$ cat config.mk
export PLATFORM = sky130hd
export DESIGN_NAME = uwd_write_decoder
export DESIGN_NICKNAME = d
export VERILOG_FILES = /design/src/rtl/uwd_pkg.sv /design/src/rtl/uwd_crc_acc.sv /design/src/rtl/uwd_timer.sv /design/src/rtl/uwd_fields.sv /design/src/rtl/uwd_write_decoder.sv
export SDC_FILE = /design/constraint.sdc
export NUM_CORES = 1
export LEC_CHECK = 0
export BUFFER_PORTS_ARGS = -buffer_cell sky130_fd_sc_hd__buf_2
export CORE_ASPECT_RATIO = 0.9
export CORE_MARGIN = 2
export CORE_UTILIZATION = 40
export CTS_BUF_LIST = sky130_fd_sc_hd__clkbuf_2 sky130_fd_sc_hd__clkbuf_4 sky130_fd_sc_hd__clkbuf_8
export DETAILED_ROUTE_END_ITERATION = 7
export GPL_ROUTABILITY_DRIVEN = 0
export PLACE_DENSITY_LB_ADDON = 0.15
export SYNTH_ARGS = -nofsm -noshare
export SYNTH_HDL_FRONTEND = slang
export SYNTH_SLANG_ARGS = --single-unit
$ cat constraint.sdc
create_clock -name clk -period 6.05 [get_ports clk]
set_input_delay 0.3025 -clock clk [delete_from_list [all_inputs] [get_ports clk]]
set_output_delay 0.3025 -clock clk [all_outputs]
set_load 0.02 [all_outputs]
$ cat src/rtl/uwd_pkg.sv
package uwd_pkg;

    localparam int unsigned BYTE_W          = 8;
    localparam int unsigned DATA_W          = 32;
    localparam int unsigned RADDR_W         = 7;
    localparam int unsigned IDX_W           = 3;
    localparam int unsigned WR_LEN          = 8;
    localparam int unsigned RD_LEN          = 4;
    localparam int unsigned FIRST_DATA_IDX  = 3;
    localparam int unsigned DATA_BYTES      = DATA_W / BYTE_W;
    localparam int unsigned GAP_BIT_TIMES   = 63;
    localparam int unsigned IDLE_BIT_TIMES  = 12;
    localparam logic [3:0]  SYNC_PATTERN    = 4'b0101;

    typedef enum logic {
        ST_RUN     = 1'b0,
        ST_RECOVER = 1'b1
    } dec_state_e;

    typedef enum logic [2:0] {
        ERR_NONE,
        ERR_GLITCH,
        ERR_GAP,
        ERR_FRAME,
        ERR_SYNC,
        ERR_CRC
    } err_cause_e;

    typedef struct packed {
        logic [BYTE_W-1:0]  slave;
        logic               is_write;
        logic [RADDR_W-1:0] reg_addr;
    } dg_header_t;

    typedef struct packed {
        logic [RADDR_W-1:0] addr;
        logic [DATA_W-1:0]  data;
    } reg_write_t;

    function automatic logic [BYTE_W-1:0] crc8_step(
        input logic [BYTE_W-1:0] crc,
        input logic [BYTE_W-1:0] din,
        input logic [BYTE_W-1:0] poly
    );
        logic [BYTE_W-1:0] c;
        c = crc;
        for (int i = 0; i < BYTE_W; i++) begin
            if (c[BYTE_W-1] ^ din[i])
                c = {c[BYTE_W-2:0], 1'b0} ^ poly;
            else
                c = {c[BYTE_W-2:0], 1'b0};
        end
        return c;
    endfunction

endpackage

$ cat src/rtl/uwd_crc_acc.sv
module uwd_crc_acc
    import uwd_pkg::*;
#(
    parameter logic [BYTE_W-1:0] POLY = 8'h07
) (
    input  logic              clk,
    input  logic              rst,
    input  logic              en,
    input  logic              first,
    input  logic [BYTE_W-1:0] din,
    output logic [BYTE_W-1:0] crc_q
);

    logic [BYTE_W-1:0] seed;

    assign seed = first ? '0 : crc_q;

    always_ff @(posedge clk) begin
        if (rst)
            crc_q <= '0;
        else if (en)
            crc_q <= crc8_step(seed, din, POLY);
    end

endmodule

$ cat src/rtl/uwd_timer.sv
module uwd_timer
    import uwd_pkg::*;
#(
    parameter int unsigned PER_W = 12
) (
    input  logic             clk,
    input  logic             rst,
    input  logic [PER_W-1:0] period,
    input  logic             gap_arm,
    input  logic             byte_evt,
    input  logic             idle_arm,
    input  logic             idle_ok,
    output logic             gap_expired,
    output logic             idle_done
);

    localparam int unsigned GAP_W  = PER_W + 6;
    localparam int unsigned IDLE_W = PER_W + 4;

    logic [GAP_W-1:0]  gap_cnt_q;
    logic [GAP_W-1:0]  gap_limit;
    logic [IDLE_W-1:0] idle_cnt_q;
    logic [IDLE_W-1:0] idle_limit;

    assign gap_limit  = GAP_W'(period) * GAP_W'(GAP_BIT_TIMES);
    assign idle_limit = IDLE_W'(period) * IDLE_W'(IDLE_BIT_TIMES);

    always_ff @(posedge clk) begin
        if (rst)
            gap_cnt_q <= '0;
        else if (!gap_arm || byte_evt)
            gap_cnt_q <= '0;
        else if (gap_cnt_q != '1)
            gap_cnt_q <= gap_cnt_q + GAP_W'(1);
    end

    always_ff @(posedge clk) begin
        if (rst)
            idle_cnt_q <= '0;
        else if (!idle_arm || !idle_ok)
            idle_cnt_q <= '0;
        else if (idle_cnt_q != '1)
            idle_cnt_q <= idle_cnt_q + IDLE_W'(1);
    end

    assign gap_expired = gap_arm && (gap_cnt_q >= gap_limit);
    assign idle_done   = idle_arm && (idle_cnt_q >= idle_limit);

endmodule

$ cat src/rtl/uwd_fields.sv
module uwd_fields
    import uwd_pkg::*;
(
    input  logic              clk,
    input  logic              rst,
    input  logic              take,
    input  logic [IDX_W-1:0]  idx,
    input  logic [BYTE_W-1:0] din,
    output dg_header_t        hdr,
    output logic [DATA_W-1:0] word
);

    always_ff @(posedge clk) begin
        if (rst) begin
            hdr <= '0;
        end else if (take) begin
            if (idx == IDX_W'(1))
                hdr.slave <= din;
            if (idx == IDX_W'(2)) begin
                hdr.is_write <= din[BYTE_W-1];
                hdr.reg_addr <= din[RADDR_W-1:0];
            end
        end
    end

    for (genvar g = 0; g < DATA_BYTES; g++) begin : g_slot
        logic [BYTE_W-1:0] slot_q;

        always_ff @(posedge clk) begin
            if (rst)
                slot_q <= '0;
            else if (take && idx == IDX_W'(FIRST_DATA_IDX + g))
                slot_q <= din;
        end

        assign word[DATA_W-1-BYTE_W*g -: BYTE_W] = slot_q;
    end

endmodule

$ cat src/rtl/uwd_write_decoder.sv
module uwd_write_decoder
    import uwd_pkg::*;
#(
    parameter int unsigned       PER_W    = 12,
    parameter int unsigned       CNT_W    = 8,
    parameter logic [BYTE_W-1:0] CRC_POLY = 8'h07
) (
    input  logic               clk,
    input  logic               rst,
    input  logic               rx_valid,
    input  logic [BYTE_W-1:0]  rx_data,
    input  logic               rx_frame_err,
    input  logic               rx_glitch,
    input  logic [PER_W-1:0]   bit_period,
    input  logic               line_idle,
    input  logic [BYTE_W-1:0]  slave_addr_cfg,
    input  logic               addr_inc,
    output logic               wr_stb,
    output logic [RADDR_W-1:0] wr_addr,
    output logic [DATA_W-1:0]  wr_data,
    output logic [CNT_W-1:0]   wr_count
);

    dec_state_e        st_q;
    logic [IDX_W-1:0]  idx_q;
    logic [PER_W-1:0]  ref_q;
    logic              ref_valid_q;
    logic [PER_W-1:0]  eff_period;
    logic [BYTE_W-1:0] my_addr;
    logic [BYTE_W-1:0] crc_q;
    logic              gap_expired;
    logic              idle_done;
    logic              byte_take;
    logic              last_byte;
    logic              field_take;
    logic              good_end;
    err_cause_e        cause;
    dg_header_t        hdr;
    logic [DATA_W-1:0] data_word;
    reg_write_t        wr_q;

    assign eff_period = ref_valid_q ? ref_q : bit_period;
    assign my_addr    = slave_addr_cfg + BYTE_W'(addr_inc);
    assign byte_take  = rx_valid && (st_q == ST_RUN);
    assign last_byte  = (idx_q == IDX_W'(WR_LEN - 1)) ||
                        ((idx_q == IDX_W'(RD_LEN - 1)) && !hdr.is_write);

    always_comb begin
        cause = ERR_NONE;
        if (st_q == ST_RUN) begin
            if (rx_glitch)
                cause = ERR_GLITCH;
            else if (gap_expired)
                cause = ERR_GAP;
            else if (rx_valid) begin
                if (rx_frame_err)
                    cause = ERR_FRAME;
                else if (idx_q == '0 && rx_data[3:0] != SYNC_PATTERN)
                    cause = ERR_SYNC;
                else if (last_byte && rx_data != crc_q)
                    cause = ERR_CRC;
            end
        end
    end

    assign field_take = byte_take && (cause == ERR_NONE);
    assign good_end   = field_take && last_byte;

    uwd_crc_acc #(.POLY(CRC_POLY)) i_crc (
        .clk   (clk),
        .rst   (rst),
        .en    (field_take),
        .first (idx_q == '0),
        .din   (rx_data),
        .crc_q (crc_q)
    );

    uwd_fields i_fields (
        .clk  (clk),
        .rst  (rst),
        .take (field_take),
        .idx  (idx_q),
        .din  (rx_data),
        .hdr  (hdr),
        .word (data_word)
    );

    uwd_timer #(.PER_W(PER_W)) i_timer (
        .clk         (clk),
        .rst         (rst),
        .period      (eff_period),
        .gap_arm     ((st_q == ST_RUN) && (idx_q != '0)),
        .byte_evt    (rx_valid),
        .idle_arm    (st_q == ST_RECOVER),
        .idle_ok     (line_idle && !rx_glitch),
        .gap_expired (gap_expired),
        .idle_done   (idle_done)
    );

    always_ff @(posedge clk) begin
        if (rst) begin
            st_q        <= ST_RUN;
            idx_q       <= '0;
            ref_q       <= '0;
            ref_valid_q <= 1'b0;
            wr_stb      <= 1'b0;
            wr_q        <= '0;
            wr_count    <= '0;
        end else begin
            wr_stb <= 1'b0;
            case (st_q)
                ST_RUN: begin
                    if (cause != ERR_NONE) begin
                        st_q  <= ST_RECOVER;
                        idx_q <= '0;
                    end else if (good_end) begin
                        idx_q       <= '0;
                        ref_q       <= bit_period;
                        ref_valid_q <= 1'b1;
                        if (hdr.is_write && hdr.slave == my_addr) begin
                            wr_stb    <= 1'b1;
                            wr_q.addr <= hdr.reg_addr;
                            wr_q.data <= data_word;
                            wr_count  <= wr_count + CNT_W'(1);
                        end
                    end else if (byte_take) begin
                        idx_q <= idx_q + IDX_W'(1);
                    end
                end
                ST_RECOVER: begin
                    if (idle_done) begin
                        st_q  <= ST_RUN;
                        idx_q <= '0;
                    end
                end
                default: st_q <= ST_RUN;
            endcase
        end
    end

    assign wr_addr = wr_q.addr;
    assign wr_data = wr_q.data;

endmodule

[Word-level counts from Yosys, hierarchy flattened]
Cells that the tools add are included.
Storage, ports and cells
  flip-flop bits (word level): 155
  output and inout bits: 48
  logic and storage cells: 135
Operators by class
  add/sub/neg operators: 5
  $mul: 2
  $lt $le $gt $ge: 2
  equal/unequal tests: 14
  multiplexer cells: 40
  bitwise gates (word level): 19
  reduce and logical (&&, ||, !) cells: 35
Operators with widths (number)
  two-way mux 8 bit: 15
  two-way mux 3 bit: 19
  NOT 3 bit: 8
  adder 18 x 1 -> 18 bit (second input constant): 1
  greater-or-equal comparator 18 bit: 1
  multiplier 12 x 6 -> 18 bit (second input constant): 1
  inequality test 18 bit (second input constant): 1
  adder 16 x 1 -> 16 bit (second input constant): 1
  greater-or-equal comparator 16 bit: 1
  inequality test 16 bit (second input constant): 1
  logical AND 1 bit: 15
  multiplier 12 x 2 -> 14 bit (second input constant): 1
  equality test 3 bit (second input constant): 4
  two-way mux 12 bit: 1
  adder 8 x 1 -> 8 bit: 1
  adder 8 x 1 -> 8 bit (second input constant): 1
  equality test 8 bit: 1
  inequality test 4 x 3 -> 1 bit (second input constant): 2
  inequality test 8 bit: 1
  bitwise XOR 1 bit: 8
  equality test 3 x 2 -> 1 bit (second input constant): 2
  logical NOT 3 bit: 2
  one-hot mux 3 bit (2 select lines): 1
  AND reduction 2 bit: 3
  13 further kinds: 25

[Logic depth before layout (Yosys ltp)]
Gate-level depths: netlist of the first run.
  depth in word-level cells: 41
  gate-level depth with buffers: 27

[Modules after synthesis]
From an unflattened synthesis of the first run, not the netlist that was laid out.
Second synthesis, totals
  cells, all modules: 1135
  area total of the unflattened synthesis: 10259.8 µm²
Modules (own cells, without submodules)
  uwd_timer: times used 1, cells each 523, area each 4408.0 µm², sequential area each 680.7 µm²
  uwd_write_decoder: times used 1, cells each 375, area each 3234.4 µm², sequential area each 1301.2 µm²
  uwd_fields: times used 1, cells each 171, area each 1948.1 µm², sequential area each 960.9 µm²
  uwd_crc_acc: times used 1, cells each 66, area each 669.4 µm², sequential area each 160.2 µm²

[Worst setup path before layout of the first run]
Ideal clock, no wire load.
  path type: reg-to-reg
  start point: register ref_valid_q
  end point: register ref_q[10]
  arrival: 6487 ps
  slack: -509 ps
  cell stages (with the launch flop): 28
  path buffers: 4
  cell sequence: dfxtp_1 clkbuf_1 buf_1 mux2i_1 inv_1 fa_1 inv_1 fa_1 fa_1 inv_1 ha_1 a21o_1 a21oi_1 o21ai_0 nor2b_1 a41o_1 o41ai_1 xor2_1 ha_1 a21o_1 a21o_1 a21oi_1 o21ai_1 or2_1 buf_2 nor4_4 buf_6 mux2i_1
Between the ends
  cells in the longest elaborated chain, start to end: 11
  elaborated cells on any way between the ends: 13
Ends and longest elaborated chain
  start, declared: line uwd_write_decoder.sv:27  | logic ref_valid_q;
  start signal, assigned: line uwd_write_decoder.sv:105  | ref_valid_q <= 1'b0;
  start signal, assigned: line uwd_write_decoder.sv:119  | ref_valid_q <= 1'b1;
  two-way mux 12 bit *: line uwd_write_decoder.sv:42  | assign eff_period = ref_valid_q ? ref_q : bit_period;
  multiplier 12 x 6 -> 18 bit *: line uwd_timer.sv:25  | assign gap_limit = GAP_W'(period) * GAP_W'(GAP_BIT_TIMES);
  greater-or-equal comparator 18 bit *: line uwd_timer.sv:46  | assign gap_expired = gap_arm && (gap_cnt_q >= gap_limit);
  logical AND 1 bit *: line uwd_timer.sv:46
  two-way mux 3 bit *: line uwd_write_decoder.sv:53  | else if (gap_expired)
  two-way mux 3 bit *: line uwd_write_decoder.sv:51  | if (rx_glitch)
  two-way mux 3 bit *: line uwd_write_decoder.sv:50  | if (st_q == ST_RUN) begin
  logical NOT 3 bit: line uwd_write_decoder.sv:66  | assign field_take = byte_take && (cause == ERR_NONE);
  logical AND 1 bit: line uwd_write_decoder.sv:66
  logical AND 1 bit: line uwd_write_decoder.sv:67  | assign good_end = field_take && last_byte;
  AND reduction 3 bit (no source line) *
  end signal, assigned: line uwd_write_decoder.sv:118  | ref_q <= bit_period;
  end, declared: line uwd_write_decoder.sv:26  | logic [PER_W-1:0] ref_q;
Mark *: on every way between the ends. The rest lies on a longest branch, timed or not.
A chain may end at the register's enable or synchronous reset.

[Final worst setup path of the first run]
  start point: register ref_valid_q
  end point: register ref_valid_q
Between the ends
  cells in the longest elaborated chain, start to end: 11
  elaborated cells on any way between the ends: 13
Ends and longest elaborated chain (line)
  two-way mux 12 bit *: uwd_write_decoder.sv:42
  multiplier 12 x 6 -> 18 bit *: uwd_timer.sv:25
  greater-or-equal comparator 18 bit *: uwd_timer.sv:46
  logical AND 1 bit *: uwd_timer.sv:46
  two-way mux 3 bit *: uwd_write_decoder.sv:53
  two-way mux 3 bit *: uwd_write_decoder.sv:51
  two-way mux 3 bit *: uwd_write_decoder.sv:50
  logical NOT 3 bit: uwd_write_decoder.sv:66
  logical AND 1 bit: uwd_write_decoder.sv:66
  logical AND 1 bit: uwd_write_decoder.sv:67
  AND reduction 3 bit (no source line) *
Marks and branches as above.

==> flow_metrics.py, run 1 <==
metrics = {
    "run_status": {
        "status": "completed",
    },
    "logic_synthesis": {
        "synth-seq-cells": 155,
        "synthArstFlopShare": 0,
        "synth_most_common_cell": "dfxtp_1",
        "syn-cell-area_um2": 9710,
        "syn_inst": 1073,
        "ys_seq_area_frac": 0.320,
        "yosysTopAreaCellShare": 0.320,
        "synth_top_area_cell": "dfxtp_1",
        "ys_top_cells_by_count": "dfxtp_1, nor2_1, mux2i_1",
        "synth_edf_count": 0,
        "synth.avg_cell_area_um2": 9.05,
        "synthFlopType": "dfxtp_1",
        "synth_nets": 1220,
        "synth.distinct_cells": 69,
        "post_synth_main_area_contributors": "dfxtp_1, mux2i_1, ha_1",
        "yosys_warnings": 0,
    },
    "global_route": {
        "grt-ovfl-total": 0,
        "grt_pass1_vias": 7178,
        "grt_usage": 0.172,
        "grt_pass1_wl_um": 35900,
        "grt_max_degree": 55,
        "antenna_found_initial": 1,
    },
    "sta": {
        "grt_setup_unrepaired": "yes",
        "period_share": 0.987,
        "tightest_slew_ns": 0.745,
        "setup_viol": 0,
        "fmax_mhz": 168,
        "fin_crit_ns": 5.97,
        "relSlewSlack": 0.501,
        "clock-skew-final_ns": 0.0261,
        "hold_viol": 0,
        "final.setup.worst_slack_ns": 0.0812,
        "slew_violations": 0,
        "worst_hold_slack_ns": 0.0942,
    },
    "place": {
        "post-dp-hpwl_um": 16600,
        "preCtsSetupSlack_ns": -0.139,
        "port_buffers": 82,
    },
    "route": {
        "drt-initial-drc-count": 296,
        "wire_per_inst_um": 14.8,
        "drt-pass1-iter-count": 4,
        "drc_errors": 0,
        "viasPerCell": 4.97,
        "routed_wl_um": 22900,
        "vias": 7654,
        "drtAntennaViolNets": 0,
    },
    "cts": {
        "clock-sinks": 155,
        "cts_buffers": 17,
        "cts_hold_buf": 0,
        "cts_max_level": 4,
        "cts_tree": "built",
        "cts.clk_slew.worst_paths_ns": 0.10,
        "cts.path.max_buffers": 2,
        "ctsRootBufferMaster": "clkbuf_8",
        "clk_latency_ns": 0.48,
    },
    "pwr": {
        "power.density_nw_per_um2": 268,
        "power_mw": 3.21,
        "power_leakage_nw": 5.13,
        "ir_drop_mv": 0.145,
    },
    "worst_setup_path": {
        "critPathArrivalTime_ns": 6.33,
        "crit_type": "register to register",
        "worstPathRequired_ns": 6.41,
        "reg2regPathDepth": 26,
        "critPathMaxFanout": 8,
        "end_kind": "register",
        "startpoint_type": "register",
    },
    "floorplanning": {
        "die_x_um": 168,
        "io_pins": 83,
        "rows": 54,
        "initial_core_util": 0.404,
        "die_area_um2": 25500,
        "die_y_um": 152,
        "core_um2": 24100,
    },
    "layout": {
        "layout.nets": 1366,
        "num_antenna_cells": 0,
        "area_growth_pct": 23.5,
        "drive_gt1_frac": 0.226,
    },
    "worst_hold_path": {
        "hold_class": "input pin to register",
        "hold_depth": 3,
    },
    "job": {
        "max_cap_viol_count": 0,
    },
}
==> cell type report <==
class | count | area (um^2)
clock inverters | 15 | 193
well taps | 308 | 385
flip-flops and latches | 155 | 3100
clock buffers | 17 | 234
inverters | 84 | 315
multi-input cells | 794 | 6500
fillers | 2326 | 12100
repair buffers | 167 | 1250
==> stage by stage <==
stage | instances | TNS (ns) | area, um^2 | util
final | 1540 | 0 | 12000 | 0.498
after global routing | 1540 | -3.64 | 12000 | 0.498
after CTS | 1517 | 0 | 11400 | 0.474
after detailed placement | 1485 | -8.03 | 10900 | 0.453
after global placement | 1485 | -0.556 | 10900 | 0.453
after floorplan | 1073 | 0 | 9740 | -
==> path summary, 6_finish.rpt <==
kind                                startpoint                           end  slack [ns]
setup / recovery                   ref_valid_q                   ref_valid_q        0.08
hold / removal                   bit_period[0]                      ref_q[0]        0.09
setup reg to reg                   ref_valid_q                   ref_valid_q        0.08
hold reg to reg   i_fields.g_slot[3].slot_q[5]  i_fields.g_slot[3].slot_q[5]        0.46
==> cell families after synthesis <==
group	count (synthesis)	synth area share
buffers and inverters	124	0.0515
and+or+nand+nor	364	0.177
xor gates and xnor gates	83	0.0793
DFF	155	0.320
muxes	124	0.129
AOI/OAI and AO/OA	111	0.0750
adders and majority gates	112	0.169
==> state kept, by name, indices dropped and copies added, names as in the netlist <==
| register | count |
|---|---|
| wr_stb | 1 |
| i_crc.crc_q | 8 |
| wr_addr | 7 |
| wr_data | 32 |
| ref_valid_q | 1 |
| ref_q | 12 |
| i_fields.g_slot.slot_q | 32 |
| i_timer.gap_cnt_q | 18 |
| wr_count | 8 |
| idx_q | 3 |
| i_timer.idle_cnt_q | 16 |
| i_fields.hdr | 16 |
| st_q | 1 |
==> what timing repair did <==
item	4_1_cts	5_1_grt
endpoints found under the setup margin	114	121
setup buffers	0	19
cloned	0	5
pin swaps	0	53
resized for setup	16	74
hold endpoints to repair	0	0
==> per-layer routing <==
| metal | vias up | share of wire | global-route usage |
|---|---|---|---|
| li1 | 3957 | - | - |
| met1 | 3579 | 0.51 | 0.255 |
| met2 | 103 | 0.44 | 0.259 |
| met3 | 15 | 0.042 | 0.0310 |
| met4 | 0 | 0.0084 | 0.0443 |
| met5 | - | 0 | 0 |
==> cell usage in the layout, fill, tap and decap left out, types with 4 or more instances in the layout <==
cell type / Yosys / routed
ha_4: 0 / 5
ha_1: 80 / 73
inv_1: 83 / 74
fa_1: 32 / 26
clkinv_8: 0 / 4
xor2_1: 30 / 30
inv_2: 1 / 10
nand3_2: 2 / 4
nand2_1: 104 / 104
nand3b_1: 4 / 4
or3_1: 6 / 4
xnor2_1: 50 / 50
fa_2: 0 / 6
and2_1: 4 / 4
buf_2: 7 / 82
buf_4: 3 / 61
a211oi_1: 5 / 4
buf_12: 0 / 7
nand4_1: 12 / 12
nor3_1: 14 / 13
nand3_1: 35 / 31
nor2b_1: 12 / 11
clkbuf_8: 0 / 17
a21oi_1: 34 / 30
dfxtp_1: 155 / 154
buf_6: 2 / 13
a21o_1: 8 / 8
o21ai_0: 21 / 18
and3_1: 16 / 13
mux2_4: 0 / 7
a31oi_1: 6 / 6
clkbuf_16: 0 / 4
nor2_1: 126 / 125
mux2i_4: 0 / 6
nor4_1: 6 / 6
inv_8: 0 / 4
mux2i_1: 115 / 109
==> power breakdown <==
part	switching, mW	internal (mW)	total, mW
combinational	0.681	0.664	1.34
clock	0.486	0.355	0.841
sequential	0.00250	1.02	1.02
total	1.17	2.04	3.21
==> worst max-delay path, stage by stage, from the launching register on <==
cell,delay (ns)
dfxtp_2,0.37
buf_12,0.16
mux2i_4,0.27
buf_6,0.13
fa_2,0.47
fa_1,0.52
fa_1,0.52
inv_1,0.06
ha_4,0.21
or3_4,0.39
o21ai_4,0.09
nor3b_2,0.07
o31a_1,0.28
nor2_2,0.13
xor2_1,0.08
ha_1,0.34
and3_4,0.20
o2111ai_2,0.09
or3_4,0.41
a21oi_4,0.16
buf_6,0.13
buf_6,0.10
or2_4,0.13
nor4_4,0.04
buf_4,0.18
clkbuf_16,0.16
o21a_1,0.16
No activity file was read; power rests on OpenSTA's default activity.
==> inputs of run 2 (changes only) <==
ABC_CLOCK_PERIOD_IN_PS = 6050   (was default)
GPL_TIMING_DRIVEN = 0   (was default)
==> flow_metrics.py, run 2 (synthesis gave the netlist of run 1 again) <==
metrics = {
    "run_status": {
        "violations": "negative setup slack",
        "status": "finished with violations",
    },
    "place": {
        "dp_cells": 1459,
        "dpl-instance-area_um2": 10500,
        "preCtsSetupSlack_ns": -0.979,
        "post-dp-hpwl_um": 17900,
        "port_buffers": 78,
    },
    "layout": {
        "final_area_um2": 12100,
        "layout.nets": 1366,
        "num_antenna_cells": 0,
        "nFillCells": 2292,
        "fin_cells": 1540,
        "drive_gt1_frac": 0.218,
        "layout_common_cells": "dfxtp_1, nor2_1, mux2i_1",
        "fin_util": 0.502,
        "mostFrequentLayoutCell": "dfxtp_1",
        "area_growth_pct": 24.3,
    },
    "sta": {
        "worst_hold_slack_ns": 0.101,
        "grt_setup_unrepaired": "yes",
        "final.setup.worst_slack_ns": -0.0193,
        "hold_viol": 0,
        "fmax_mhz": 165,
        "fin_crit_ns": 6.07,
        "tightest_slew_ns": 0.654,
        "period_share": 1.00,
        "slew_violations": 0,
        "setup_viol": 1,
        "clock-skew-final_ns": 0.0169,
        "relSlewSlack": 0.564,
    },
    "floorplanning": {
        "core_um2": 24100,
        "die_area_um2": 25500,
        "io_pins": 83,
        "die_x_um": 168,
        "rows": 54,
        "initial_core_util": 0.404,
        "die_y_um": 152,
    },
    "worst_setup_path": {
        "critPathArrivalTime_ns": 6.40,
        "crit_type": "register to register",
        "end_kind": "register",
        "startpoint_type": "register",
        "slowest_stage": "fa_1",
        "worstPathRequired_ns": 6.38,
        "max_stage_delay_ns": 0.57,
        "critPathMaxFanout": 7,
    },
    "pwr": {
        "power_leakage_nw": 5.06,
        "ir_drop_mv": 0.144,
        "power.density_nw_per_um2": 267,
    },
    "global_route": {
        "grt_max_degree": 17,
        "grt_pass1_wl_um": 38800,
        "grt_pass1_vias": 7325,
        "grt_usage": 0.191,
        "antenna_found_initial": 1,
        "grt-ovfl-total": 0,
    },
    "cts": {
        "cts_tree": "built",
        "clock-sinks": 155,
        "ctsRootBufferMaster": "clkbuf_8",
        "cts.clk_slew.worst_paths_ns": 0.10,
        "clk_latency_ns": 0.47,
        "cts.path.max_buffers": 2,
        "cts_buffers": 17,
        "cts_max_level": 4,
    },
    "route": {
        "drt-initial-drc-count": 397,
        "wire_per_inst_um": 16.1,
        "viasPerCell": 5.03,
        "drtAntennaViolNets": 0,
        "vias": 7750,
        "routed_wl_um": 24800,
        "drt-pass1-iter-count": 4,
        "drc_errors": 0,
    },
    "job": {
        "max_cap_viol_count": 0,
    },
    "worst_hold_path": {
        "hold_class": "input pin to register",
    },
}
==> run 2: power by group <==
group | leakage [nW] | total [mW] | switching (mW) | internal, mW
registers | 1.25 | 1.02 | 0.000823 | 1.02
clock network | 0.222 | 0.908 | 0.475 | 0.433
logic | 3.59 | 1.29 | 0.670 | 0.621
total | 5.06 | 3.22 | 1.15 | 2.07
==> run 2: layout make-up <==
type / instances / area (um^2) / area share
multi-input cells: 794 / 6630 / 0.549
flip-flops and latches: 155 / 3100 / 0.257
repair buffers: 129 / 913 / 0.0757
well taps: 308 / 385 / 0.0319
inverters: 84 / 318 / 0.0263
plain buffers: 38 / 282 / 0.0233
clock buffers: 18 / 241 / 0.0200
clock inverters: 14 / 203 / 0.0168
==> run 2: metal layers <==
layer / GRT usage / vias up / wire length (um)
met5: 0 / - / 0
met4: 0.0484 / 0 / 208
met3: 0.0326 / 14 / 767
met2: 0.286 / 111 / 10800
met1: 0.286 / 3675 / 13000
li1: - / 3950 / -
==> run 2: critical path: cells and delay by family (launching register included) <==
kind / cells / cell delay (ns)
and+or+nand+nor: 4 / 0.80
muxes: 2 / 0.43
xor gates and xnor gates: 1 / 0.25
buffers and inverters: 7 / 0.91
AOI/OAI and AO/OA: 7 / 1.10
DFF: 1 / 0.35
adders and majority gates: 5 / 2.10
==> run 2: path summary, 6_finish.rpt <==
| path | slack (ns) | from | end | depth (start not counted) |
|---|---|---|---|---|
| worst max-delay path | -0.02 | ref_valid_q | wr_addr[0] | 26 |
| worst min-delay path | 0.10 | bit_period[8] | ref_q[8] | 3 |
| worst max register to register | -0.02 | ref_valid_q | wr_addr[0] | 26 |
| worst min register to register | 0.47 | ref_q[6] | ref_q[6] | 2 |
==> run 2: metrics by stage <==
step,power [mW],TNS [ns]
CTS,3.11,-0.118
floorplan,1.81,0
detailed placement,2.00,-94.72
global placement,2.00,-92.11
global route,3.43,-13.58
finish,3.22,-0.0193
==> run 2: timing repair <==
| item | CTS | global route |
|---|---|---|
| pin swaps | 42 | 30 |
| cloned | 2 | 5 |
| gates resized for setup | 89 | 52 |
| buffers inserted | 29 | 17 |
| hold buffers | 0 | 0 |
| setup endpoints to repair | 121 | 121 |
==> inputs of run 3 (changes only) <==
CORE_MARGIN = 1.5   (was 2)
==> flow_metrics.py, run 3 (synthesis gave the netlist of run 1 again) <==
metrics = {
    "pwr": {
        "power_frac_seq": 0.337,
        "power_mw": 3.03,
        "power.density_nw_per_um2": 255,
        "p_int_mw": 1.92,
        "switching_share": 0.369,
        "p_switching_mw": 1.12,
        "power_leakage_nw": 5.05,
        "p_clk_frac": 0.280,
        "pwr-share-comb": 0.384,
        "ir_drop_mv": 0.108,
    },
    "sta": {
        "hold_viol": 0,
        "fin_crit_ns": 6.28,
        "relSlewSlack": 0.497,
        "final.setup.worst_slack_ns": -0.229,
        "fmax_mhz": 159,
        "setup_viol": 86,
        "worst_hold_slack_ns": 0.0789,
        "tns_ns": -7.89,
        "slew_violations": 0,
        "clock-skew-final_ns": 0.0357,
        "period_share": 1.04,
        "tightest_slew_ns": 0.755,
        "grt_setup_unrepaired": "yes",
    },
    "worst_setup_path": {
        "max_stage_delay_ns": 0.57,
        "ff2ff_setup_slack_ns": -0.23,
        "critPathArrivalTime_ns": 6.62,
        "slowest_stage": "fa_1",
        "worstPathRequired_ns": 6.39,
        "critPathTopFamily": "adder cells",
        "cp.buffers_inverters": 9,
        "end_kind": "register",
        "critPathMaxFanout": 5,
        "crit_type": "register to register",
        "startpoint_type": "register",
    },
    "cts": {
        "cts.clk_slew.worst_paths_ns": 0.13,
        "cts_hold_buf": 0,
        "clk_latency_ns": 0.49,
        "cts_max_level": 4,
        "cts.path.max_buffers": 2,
        "cts_buffers": 17,
        "ctsRootBufferMaster": "clkbuf_8",
        "cts_tree": "built",
        "clock-sinks": 155,
    },
    "route": {
        "vias": 7817,
        "routed_wl_um": 24400,
        "viasPerCell": 5.09,
        "wl_met3_um": 700,
        "drtAntennaViolNets": 0,
        "wl_met1_um": 12500,
        "wl_met2_um": 11000,
        "drt-pass1-iter-count": 5,
        "top_layer": "met5",
        "wire_per_inst_um": 15.9,
        "drt-initial-drc-count": 341,
        "drc_errors": 0,
    },
    "floorplanning": {
        "die_x_um": 167,
        "die_y_um": 151,
        "io_pins": 83,
        "die_area_um2": 25200,
        "initial_core_util": 0.411,
        "core_um2": 23600,
        "rows": 53,
    },
    "worst_hold_path": {
        "hold_class": "input pin to register",
    },
    "global_route": {
        "grt-ovfl-total": 0,
        "grt_max_degree": 19,
        "antenna_found_initial": 1,
        "grt_pass1_vias": 7677,
        "grt_usage": 0.198,
        "grt_pass1_wl_um": 39300,
    },
    "layout": {
        "layout.nets": 1367,
        "fin_util": 0.504,
        "final_area_um2": 11900,
        "fin_cells": 1535,
        "drive_gt1_frac": 0.199,
        "layout_common_cells": "dfxtp_1, nor2_1, mux2i_1",
        "area_growth_pct": 22.6,
        "num_antenna_cells": 0,
        "mostFrequentLayoutCell": "dfxtp_1",
        "nFillCells": 2259,
    },
    "place": {
        "dpl-instance-area_um2": 10500,
        "preCtsSetupSlack_ns": -1.05,
        "post-dp-hpwl_um": 18000,
        "port_buffers": 78,
        "dp_cells": 1453,
    },
    "run_status": {
        "status": "finished with violations",
        "violations": "negative setup slack",
    },
    "job": {
        "max_cap_viol_count": 0,
    },
}
==> run 3: final cells by class <==
type | instances | area, um^2 | share of cell area
plain buffers | 40 | 298 | 0.0250
clock buffers | 17 | 234 | 0.0197
clock inverters | 15 | 196 | 0.0165
inverters | 84 | 318 | 0.0267
multi-input cells | 794 | 6470 | 0.544
flip-flops and latches | 155 | 3100 | 0.261
well taps | 302 | 378 | 0.0317
repair buffers | 128 | 902 | 0.0758
==> run 3: worst paths after layout <==
| kind | from | to | cells past startpoint |
|---|---|---|---|
| setup / recovery | ref_valid_q | wr_addr[2] | 28 |
| hold / removal | bit_period[2] | ref_q[2] | 3 |
| setup reg to reg | ref_valid_q | wr_addr[2] | 28 |
| hold reg to reg | ref_q[6] | ref_q[6] | 2 |
==> run 3: worst register-to-register path, delay by kind of cell (launching register included) <==
family	cells	cell delay, ns
buffers and inverters	9	1.04
AO/OA/AOI/OAI	7	1.36
flip-flops	1	0.35
multiplexers	2	0.43
XOR/XNOR	1	0.14
adder cells (fa/ha/maj)	5	2.20
AND/OR/NAND/NOR	4	0.65
==> run 3: power groups by stage <==
| stage | sequential (mW) | clock (mW) | combinational, mW |
|---|---|---|---|
| 5_1_grt | 1.02 | 0.911 | 1.32 |
| 2_1_floorplan | 1.05 | 0 | 0.762 |
| 6_report | 1.02 | 0.848 | 1.16 |
| 3_5_place_dp | 1.05 | 0 | 0.967 |
| 3_3_place_gp | 1.05 | 0 | 0.955 |
| 4_1_cts | 1.02 | 0.871 | 1.10 |
==> run 3: metal layers <==
layer / global-route usage / vias up
met4: 0.0482 / 2
met1: 0.283 / 3728
met3: 0.0293 / 15
met2: 0.315 / 103
met5: 0 / -
li1: - / 3969
==> run 3: repair_timing <==
item                       4_1_cts  5_1_grt
cloned                           5        1
setup endpoints to repair      121      121
resized for setup               97       16
buffers inserted                32       13
pin swaps                       25       21
